`config.mk`:
```
export PLATFORM = sky130hd
export DESIGN_NAME = ext_issue_ilk
export DESIGN_NICKNAME = d
export VERILOG_FILES = /design/src/rtl/ilk_pkg.sv /design/src/rtl/ilk_fab_enable.sv /design/src/rtl/ilk_op_timing.sv /design/src/rtl/ilk_wreg_track.sv /design/src/rtl/ext_issue_ilk.sv
export SDC_FILE = /design/constraint.sdc
export NUM_CORES = 1
export LEC_CHECK = 0
export BUFFER_PORTS_ARGS = -buffer_cell sky130_fd_sc_hd__buf_2
export CORE_UTILIZATION = 32
export CTS_CLUSTER_DIAMETER = 50
export DETAILED_ROUTE_END_ITERATION = 10
export GPL_ROUTABILITY_DRIVEN = 0
export SYNTH_ARGS = -nofsm -noshare
export SYNTH_HDL_FRONTEND = slang
export SYNTH_SLANG_ARGS = --single-unit
```
`constraint.sdc`:
```
create_clock -name clk -period 8 [get_ports clk]
set_input_delay 2 -clock clk [delete_from_list [all_inputs] [get_ports clk]]
set_output_delay 2 -clock clk [all_outputs]
set_load 0.01 [all_outputs]
```
`src/rtl/ilk_pkg.sv`:
```
// Package: default sizes shared by the issue-interlock modules.
// Assumes a 2-bit ratio code (divisors 1..4) and a latency field wide
// enough to hold 15 fabric cycles.
package ilk_pkg;
    localparam int NREG_D = 32;   // wide registers tracked
    localparam int NOP_D  = 16;   // extension opcodes per configuration
    localparam int LATW_D = 4;    // latency field width
    localparam int STGW_D = 2;    // read-stage field width
    localparam int RATW_D = 2;    // ratio code width

    typedef enum logic [RATW_D-1:0] {
        DIV_BY_1 = 2'd0,
        DIV_BY_2 = 2'd1,
        DIV_BY_3 = 2'd2,
        DIV_BY_4 = 2'd3
    } ratio_e;
endpackage

```
`src/rtl/ilk_fab_enable.sv`:
```
// Module: ilk_fab_enable
// Holds the ratio code and produces the fabric clock enable: high on one
// processor cycle out of (code+1). Loading a code restarts the phase so
// that the next cycle is an enable cycle.
// Assumes the caller only loads when loading is permitted.
module ilk_fab_enable #(
    parameter int RATW = ilk_pkg::RATW_D
) (
    input  logic            clk,
    input  logic            rst_n,
    input  logic            load,
    input  logic [RATW-1:0] load_code,
    output logic [RATW-1:0] code_q,
    output logic            ce
);
    logic [RATW-1:0] phase_q;

    // Purpose: ratio register and phase counter that wraps at the code.
    always_ff @(posedge clk) begin
        if (!rst_n) begin
            code_q  <= RATW'(ilk_pkg::DIV_BY_1);
            phase_q <= '0;
        end else if (load) begin
            code_q  <= load_code;
            phase_q <= '0;
        end else if (phase_q == code_q) begin
            phase_q <= '0;
        end else begin
            phase_q <= phase_q + 1'b1;
        end
    end

    // Purpose: the enable marks phase zero.
    always_comb ce = (phase_q == '0);

    // with a divisor above one, an enable cycle is followed by a quiet one.
    a_r2_ce_gap: assert property (@(posedge clk) disable iff (!rst_n)
        (ce && code_q != '0 && !load) |=> !ce);
    // the cycle after a load is an enable cycle.
    a_r2_ce_after_load: assert property (@(posedge clk) disable iff (!rst_n)
        load |=> ce);
endmodule

```
`src/rtl/ilk_op_timing.sv`:
```
// Module: ilk_op_timing
// Per-opcode timing table: latency in fabric cycles and the fabric stage
// at which sources are read. Written one entry per cycle; read
// combinationally by opcode. A zero latency is stored as one.
// Assumes LATW >= 1 and NOP is a power of two.
module ilk_op_timing #(
    parameter int NOP  = ilk_pkg::NOP_D,
    parameter int LATW = ilk_pkg::LATW_D,
    parameter int STGW = ilk_pkg::STGW_D,
    localparam int OPW = $clog2(NOP)
) (
    input  logic            clk,
    input  logic            rst_n,
    input  logic            wr_en,
    input  logic [OPW-1:0]  wr_op,
    input  logic [LATW-1:0] wr_lat,
    input  logic [STGW-1:0] wr_stage,
    input  logic [OPW-1:0]  rd_op,
    output logic [LATW-1:0] rd_lat,
    output logic [STGW-1:0] rd_stage
);
    logic [LATW-1:0] lat_q   [NOP];
    logic [STGW-1:0] stage_q [NOP];

    genvar g;
    generate
        for (g = 0; g < NOP; g++) begin : g_entry
            // Purpose: one table entry, reset to latency 1 / stage 0.
            always_ff @(posedge clk) begin
                if (!rst_n) begin
                    lat_q[g]   <= LATW'(1);
                    stage_q[g] <= '0;
                end else if (wr_en && wr_op == OPW'(g)) begin
                    lat_q[g]   <= (wr_lat == '0) ? LATW'(1) : wr_lat;
                    stage_q[g] <= wr_stage;
                end
            end
        end
    endgenerate

    // Purpose: combinational lookup for the requesting opcode.
    always_comb begin
        rd_lat   = lat_q[rd_op];
        rd_stage = stage_q[rd_op];
    end

    // no entry ever reports a zero latency.
    a_r6_lat_nonzero: assert property (@(posedge clk) disable iff (!rst_n)
        rd_lat != '0);
endmodule

```
`src/rtl/ilk_wreg_track.sv`:
```
// Module: ilk_wreg_track
// Scoreboard over the wide registers. Each register keeps the number of
// fabric cycles left before its pending result may be read. An issue that
// writes a register loads latency-1; every fabric enable counts down.
// Reports read-after-write and write-after-write conflicts for a request.
// Assumes set_en is only raised on a fabric-enable cycle and STGW <= LATW.
module ilk_wreg_track #(
    parameter int NREG = ilk_pkg::NREG_D,
    parameter int LATW = ilk_pkg::LATW_D,
    parameter int STGW = ilk_pkg::STGW_D,
    localparam int REGW = $clog2(NREG)
) (
    input  logic            clk,
    input  logic            rst_n,
    input  logic            ce,
    input  logic            set_en,
    input  logic [REGW-1:0] set_reg,
    input  logic [LATW-1:0] set_lat,
    input  logic [REGW-1:0] src_a,
    input  logic [REGW-1:0] src_b,
    input  logic [STGW-1:0] rd_stage,
    input  logic [REGW-1:0] dst,
    input  logic            dst_en,
    input  logic [LATW-1:0] new_lat,
    output logic            raw_hazard,
    output logic            waw_hazard,
    output logic            any_pending
);
    logic [LATW-1:0] left_q [NREG];
    logic [NREG-1:0] pend;
    logic [LATW-1:0] stage_ext;

    genvar g;
    generate
        for (g = 0; g < NREG; g++) begin : g_reg
            // Purpose: remaining-cycle counter of one wide register.
            always_ff @(posedge clk) begin
                if (!rst_n) begin
                    left_q[g] <= '0;
                end else if (set_en && set_reg == REGW'(g)) begin
                    left_q[g] <= set_lat - 1'b1;
                end else if (ce && left_q[g] != '0) begin
                    left_q[g] <= left_q[g] - 1'b1;
                end
            end

            // Purpose: pending flag of one register.
            always_comb pend[g] = (left_q[g] != '0);

            // a pending count drops by one on each fabric cycle.
            a_r4_countdown: assert property (@(posedge clk) disable iff (!rst_n)
                (ce && !(set_en && set_reg == REGW'(g)) && left_q[g] != '0)
                |=> left_q[g] == $past(left_q[g]) - 1'b1);
            // between fabric cycles nothing moves unless a write is issued.
            a_r4_hold: assert property (@(posedge clk) disable iff (!rst_n)
                (!ce && !(set_en && set_reg == REGW'(g)))
                |=> $stable(left_q[g]));
        end
    endgenerate

    // Purpose: read stage widened to the counter width for comparison.
    always_comb stage_ext = LATW'(rd_stage);

    // Purpose: conflict detection for the current request.
    always_comb begin
        raw_hazard  = (left_q[src_a] > stage_ext) || (left_q[src_b] > stage_ext);
        waw_hazard  = dst_en && (left_q[dst] >= new_lat);
        any_pending = |pend;
    end
endmodule

```
`src/rtl/ext_issue_ilk.sv`:
```
// Module: ext_issue_ilk (top)
// Issue control for extension instructions crossing into a slower,
// isochronously enabled fabric. Combines the fabric enable, the opcode
// timing table and the wide-register scoreboard into a single issue
// decision per processor cycle, and gates ratio changes on idleness.
// Assumes request fields are held steady while req_valid waits.
module ext_issue_ilk #(
    parameter int NREG = ilk_pkg::NREG_D,
    parameter int NOP  = ilk_pkg::NOP_D,
    parameter int LATW = ilk_pkg::LATW_D,
    parameter int STGW = ilk_pkg::STGW_D,
    parameter int RATW = ilk_pkg::RATW_D,
    localparam int REGW = $clog2(NREG),
    localparam int OPW  = $clog2(NOP)
) (
    input  logic            clk,
    input  logic            rst_n,
    input  logic            ratio_wr,
    input  logic [RATW-1:0] ratio_code,
    output logic [RATW-1:0] ratio_cur,
    output logic            fab_ce,
    input  logic            tbl_wr,
    input  logic [OPW-1:0]  tbl_op,
    input  logic [LATW-1:0] tbl_lat,
    input  logic [STGW-1:0] tbl_stage,
    input  logic            req_valid,
    input  logic [OPW-1:0]  req_op,
    input  logic [REGW-1:0] req_src_a,
    input  logic [REGW-1:0] req_src_b,
    input  logic [REGW-1:0] req_dst,
    input  logic            req_dst_en,
    output logic            issue,
    output logic            busy
);
    logic            ratio_load;
    logic [LATW-1:0] op_lat;
    logic [STGW-1:0] op_stage;
    logic            raw_hz;
    logic            waw_hz;

    ilk_fab_enable #(.RATW(RATW)) u_en (
        .clk       (clk),
        .rst_n     (rst_n),
        .load      (ratio_load),
        .load_code (ratio_code),
        .code_q    (ratio_cur),
        .ce        (fab_ce)
    );

    ilk_op_timing #(.NOP(NOP), .LATW(LATW), .STGW(STGW)) u_tab (
        .clk      (clk),
        .rst_n    (rst_n),
        .wr_en    (tbl_wr),
        .wr_op    (tbl_op),
        .wr_lat   (tbl_lat),
        .wr_stage (tbl_stage),
        .rd_op    (req_op),
        .rd_lat   (op_lat),
        .rd_stage (op_stage)
    );

    ilk_wreg_track #(.NREG(NREG), .LATW(LATW), .STGW(STGW)) u_sb (
        .clk         (clk),
        .rst_n       (rst_n),
        .ce          (fab_ce),
        .set_en      (issue && req_dst_en),
        .set_reg     (req_dst),
        .set_lat     (op_lat),
        .src_a       (req_src_a),
        .src_b       (req_src_b),
        .rd_stage    (op_stage),
        .dst         (req_dst),
        .dst_en      (req_dst_en),
        .new_lat     (op_lat),
        .raw_hazard  (raw_hz),
        .waw_hazard  (waw_hz),
        .any_pending (busy)
    );

    // Purpose: issue only on a fabric-enable cycle with no conflict.
    always_comb issue = req_valid && fab_ce && !raw_hz && !waw_hz;

    // Purpose: take a new ratio only when nothing is outstanding or starting.
    always_comb ratio_load = ratio_wr && !busy && !issue;

    // with a divisor above one, two issues never fall on adjacent cycles.
    a_r3_one_per_fab_cycle: assert property (@(posedge clk) disable iff (!rst_n)
        (issue && ratio_cur != '0) |=> !issue);
    // the ratio holds across any cycle with work outstanding or issuing.
    a_r7_ratio_hold: assert property (@(posedge clk) disable iff (!rst_n)
        (busy || issue) |=> $stable(ratio_cur));
    // a write with latency above one leaves the scoreboard busy.
    a_r8_busy_after_write: assert property (@(posedge clk) disable iff (!rst_n)
        (issue && req_dst_en && op_lat > LATW'(1)) |=> busy);
endmodule

```
==> results by stage <==
Synthesis:
- The total number of yosys warnings is 0.
- The number of flip-flops and latches in the synthesized netlist is about 230.
- The portion of synthesized cell area occupied by the leading cell type is around 40%.
- The synthesized netlist devotes 3.11% of its cell area to compound gates.
- The number of distinct library cells after synthesis is 60.
- The fraction of the mapped netlist area in simple logic gates is 20.5%.
- Counting flops with an async set or reset pin after synthesis yields a share of 0%.
- The number of nets produced by synthesis is approximately 1,500.
- After Yosys synthesis, XOR and XNOR cells account for 3.58% of the synthesized area.
- Ranked by total cell area, the synthesized netlist is headed by edfxtp_1 40%, mux4_2 14%, mux2i_1 8.0%.
- Multiplexer cells account for about 24% of the synthesized area.
- Counting flops with a built-in enable in the synthesized netlist gives 224.
- After technology mapping, the gate count stands at ~1,400.
- The synthesized netlist occupies a cell area of 0.0166 mm^2.
- Among all flip-flop cells after synthesis, the most frequent one is edfxtp_1.
- After Yosys synthesis, full adders, half adders and majority gates account for about 3.2% of the synthesized area.
- By area, the combinational part of the netlist is dominated by multiplexers.
- A synthesized cell averages approximately 12 um^2.
- The share of synthesized area occupied by flip-flops and latches is about two fifths.
- The largest area contributor in the netlist is edfxtp_1.

Global route:
- The number of antenna violations at the first check in global routing is 1.
- The total overflow left after global routing is 0.
- Across every metal layer, demand over resource in global routing totals a little under a fifth.
- The first global-routing pass estimated 75,100 um of wire.
- Entering global routing, the biggest net connects 43 pins.
- The via count of the first global-routing pass came to 12,218.

Power:
- Combinational logic is responsible for around two fifths of the overall power.
- The power density over cell area is 322 mW/mm^2.
- The leakage power total is between 7 and 8 nW.
- The internal power of the cells is approximately 0.0035 W.
- In this run the power spent charging and discharging nets is 0.00236 W.
- The power share of the sequential group is between 30% and 40%.
- The clock network burns a little over a fifth of the power.
- Of the total power, the share spent switching nets is between 40% and 50%.
- The worst ir drop on vdd is 0.000142 V.

Clocking:
- The TritonCTS clock tree is yes.
- CTS built an H-tree with a depth of 1.
- The number of buffers inserted for hold repair after clock tree synthesis is 0.
- Clock-pin slew was measured on the worst setup and hold paths at ~50 ps.
- The clock passes through at most 3 buffers.
- Gates resized during post-CTS repair numbered 0.
- The clock latency reported for the late side of the worst-skew pair is 590 ps.
- The count of buffers added by post-CTS timing repair for setup is 0.
- The number of sinks handled by clock tree synthesis is 228.
- The master cell of the clock root buffer is clkbuf_16.
- Counting the buffers created by CTS gives 29.

Placed design:
- The standard cell area after detailed placement is 0.0174 mm^2.
- The count of input and output buffers is 41.
- The HPWL after detailed placement is 35,200 um.

Finish:
- The fraction of layout instances using a drive strength above 1 is between 10% and 20%.
- The area growth from synthesis to layout is 9.69%.
- The final design area excluding fillers is between 0.015 and 0.02 mm^2.
- The diode insertion count for antenna repair is 0.
- For this run, the post-layout net count is 1,482.

STA:
- Setup violations remaining at the end of the flow were counted as 0.
- Setup repair after global routing left no endpoint under its margin.
- The setup total negative slack is 0 ps.
- For the pin with the worst max-slew slack, the measured transition is approximately 1300 ps.
- The worst slew margin relative to its limit is approximately 15%.
- The number of slew-limit violations in the final report is 0.
- The highest achievable clock rate is 0.132 GHz.
- The post-route clock skew is 58.4 ps.
- The post-route clock period utilization is a little over nine tenths.
- The final count of hold timing violations is 0.
- The clock period could shrink to roughly 7600 ps.
- Final hold analysis gives a worst-case slack of about 480 ps.

Critical path:
- The longest individual stage delay on the worst path is about 520 ps.
- The signal on the critical path passes through buf_2 -> buf_12 -> mux4_2 -> mux4_2 -> mux2i_1 -> ha_1 -> nand2b_1 -> a2111oi_0 -> o211ai_1 -> nor4_4 -> and3_1 -> buf_2.
- The setup path with the least slack is of type in -> out.
- Along the worst path, the maximum fanout reaches 25.
- The category of the worst setup path launch point is an input port.
- For the worst setup path, the data arrival time is about 5600 ps.
- The endpoint type of the worst setup path is an output pin.
- The required time of the critical path is 6000 ps.
- The standard cell with the maximum stage delay on the critical path is buf_2.

Detailed routing:
- The post-route DRC violation count is 0.
- Once detail routing completed, the nets flagged for antenna violations numbered 0.
- Dividing the detail-routed wire length by the instance count gives 23.1 um.
- The total routed wirelength is slightly below 50,000 um.
- The number of violations reported at the end of detailed-routing iteration 0 is 1,383.
- Before antenna repair, the detailed router went through 5 iterations.
- Dividing the detail-routed via count by the number of cells gives ~5.7.
- The via total after detailed routing is between 10,000 and 15,000.

Floorplanning:
- From bottom edge to top edge, the die measures around 230 um.
- The number of core rows is 83.
- The die area is 0.0529 mm^2.
- The die boundary width is between 200 and 250 um.
- The starting density of the core is 32.4%.
- The I/O pin total is 42.
- The placeable core region is just over 0.05 mm^2.

Min path:
- The path class of the tightest hold or removal check is reg -> reg.

Outcome:
- The flow ran to the end, and the final reports show no timing, DRC or antenna violations.

Job:
- Across the run, the number of max-cap violations was 0.
==> metrics by stage <==
step / power [W] / utilization [%] / std cells / setup slack, ps
after floorplan: 0.00384 / - / 1391 / 466
after global placement: 0.00453 / 33.9 / 2052 / 448
after detailed placement: 0.00459 / 33.9 / 2052 / 426
after CTS: 0.00585 / 35.6 / 2103 / 410
after global routing: 0.00618 / 35.6 / 2103 / 183
final: 0.00588 / 35.6 / 2103 / 402
==> registers in the layout, summed over array words and instances, names as in the netlist <==
name / flops
u_tab.lat_q: 64
u_en.code_q: 2
u_sb.left_q: 128
u_en.phase_q: 2
u_tab.stage_q: 32
==> cells by family after synthesis <==
group	after synthesis
AOI/OAI and AO/OA	82
xor gates and xnor gates	68
adders and majority gates	42
buffers and inverters	153
DFF	228
muxes	252
and+or+nand+nor	566
==> power by group through the flow <==
stage / sequential [W] / clock, W / combinational, W
detailed placement: 0.00231 / 0 / 0.00228
floorplan: 0.00207 / 0 / 0.00177
global route: 0.00235 / 0.00130 / 0.00254
finish: 0.00231 / 0.00124 / 0.00233
global placement: 0.00230 / 0 / 0.00223
CTS: 0.00229 / 0.00125 / 0.00230
==> critical path: cells and delay by family <==
kind                       cells  cell delay, ps
buffers and inverters          3             920
muxes                          3             960
adders and majority gates      1             250
AOI/OAI and AO/OA              2             690
and+or+nand+nor                3             740
==> Yosys cell counts (4+ instances only) <==
cell type,number
a2111oi_0,7
a211oi_1,5
a21oi_1,31
and2_1,84
and3_1,6
buf_2,12
buf_4,5
buf_6,13
clkbuf_1,37
dfxtp_1,4
edfxtp_1,224
ha_1,42
inv_1,73
mux2_2,5
mux2i_1,133
mux4_1,10
mux4_2,104
nand2_1,140
nand2b_1,33
nand3_1,17
nand3b_1,42
nand4_1,25
nand4_2,4
nand4_4,28
nor2_1,94
nor2b_1,5
nor3_1,49
nor3b_1,4
nor4_1,11
o21ai_0,20
or3_1,10
xor2_1,67
==> per-layer routing <==
metal  vias up  GRT usage (%)  share of wire (%)
li1       5274              -                  -
met1      5991           24.4                 41
met2       540           29.5                 46
met3       118           4.02                8.5
met4         0           7.53                4.4
met5         -              0                  0
==> final cells by class <==
type	count	area (um^2)
sequential	228	6810
multi-input combinational	1010	9060
clock buffer	39	763
timing repair buffer	60	373
tap	680	851
clock inverter	12	108
inverter	74	278
fill	5059	33100
==> cells in the final DEF (no fill, tap or decap), drive strengths merged, types with 4 or more instances in the layout <==
| cell type | Yosys | final |
|---|---|---|
| edfxtp | 224 | 224 |
| mux2 | 5 | 5 |
| a31oi | 5 | 5 |
| nand3b | 42 | 42 |
| nor3b | 4 | 4 |
| a211oi | 5 | 5 |
| clkinv | 1 | 7 |
| nor2 | 95 | 95 |
| nand4 | 57 | 57 |
| buf | 36 | 60 |
| a2111oi | 8 | 8 |
| nor2b | 5 | 5 |
| nand2 | 141 | 141 |
| and3 | 7 | 7 |
| clkbuf | 43 | 39 |
| ha | 42 | 42 |
| mux2i | 133 | 133 |
| nor4 | 12 | 12 |
| inv | 73 | 78 |
| nand3 | 18 | 18 |
| or3 | 10 | 10 |
| mux4 | 114 | 114 |
| a21oi | 31 | 31 |
| nand2b | 33 | 33 |
| o21ai | 21 | 21 |
| and2 | 84 | 84 |
| dfxtp | 4 | 4 |
| xor2 | 67 | 67 |
| nor3 | 49 | 49 |
==> worst paths after layout <==
kind | startpoint | endpoint | slack (ps) | depth (start not counted)
setup reg to reg | u_sb.left_q[18][0]$_DFFE_PP_ | u_sb.left_q[31][1]$_DFFE_PP_ | 2990 | 11
hold / removal | u_en.phase_q[0]$_SDFF_PP0_ | u_en.phase_q[0]$_SDFF_PP0_ | 480 | 1
hold reg to reg | u_en.phase_q[0]$_SDFF_PP0_ | u_en.phase_q[0]$_SDFF_PP0_ | 480 | 1
setup / recovery | req_dst[1] | issue | 400 | 12
Note: power is estimated with default switching activity, not from simulation.
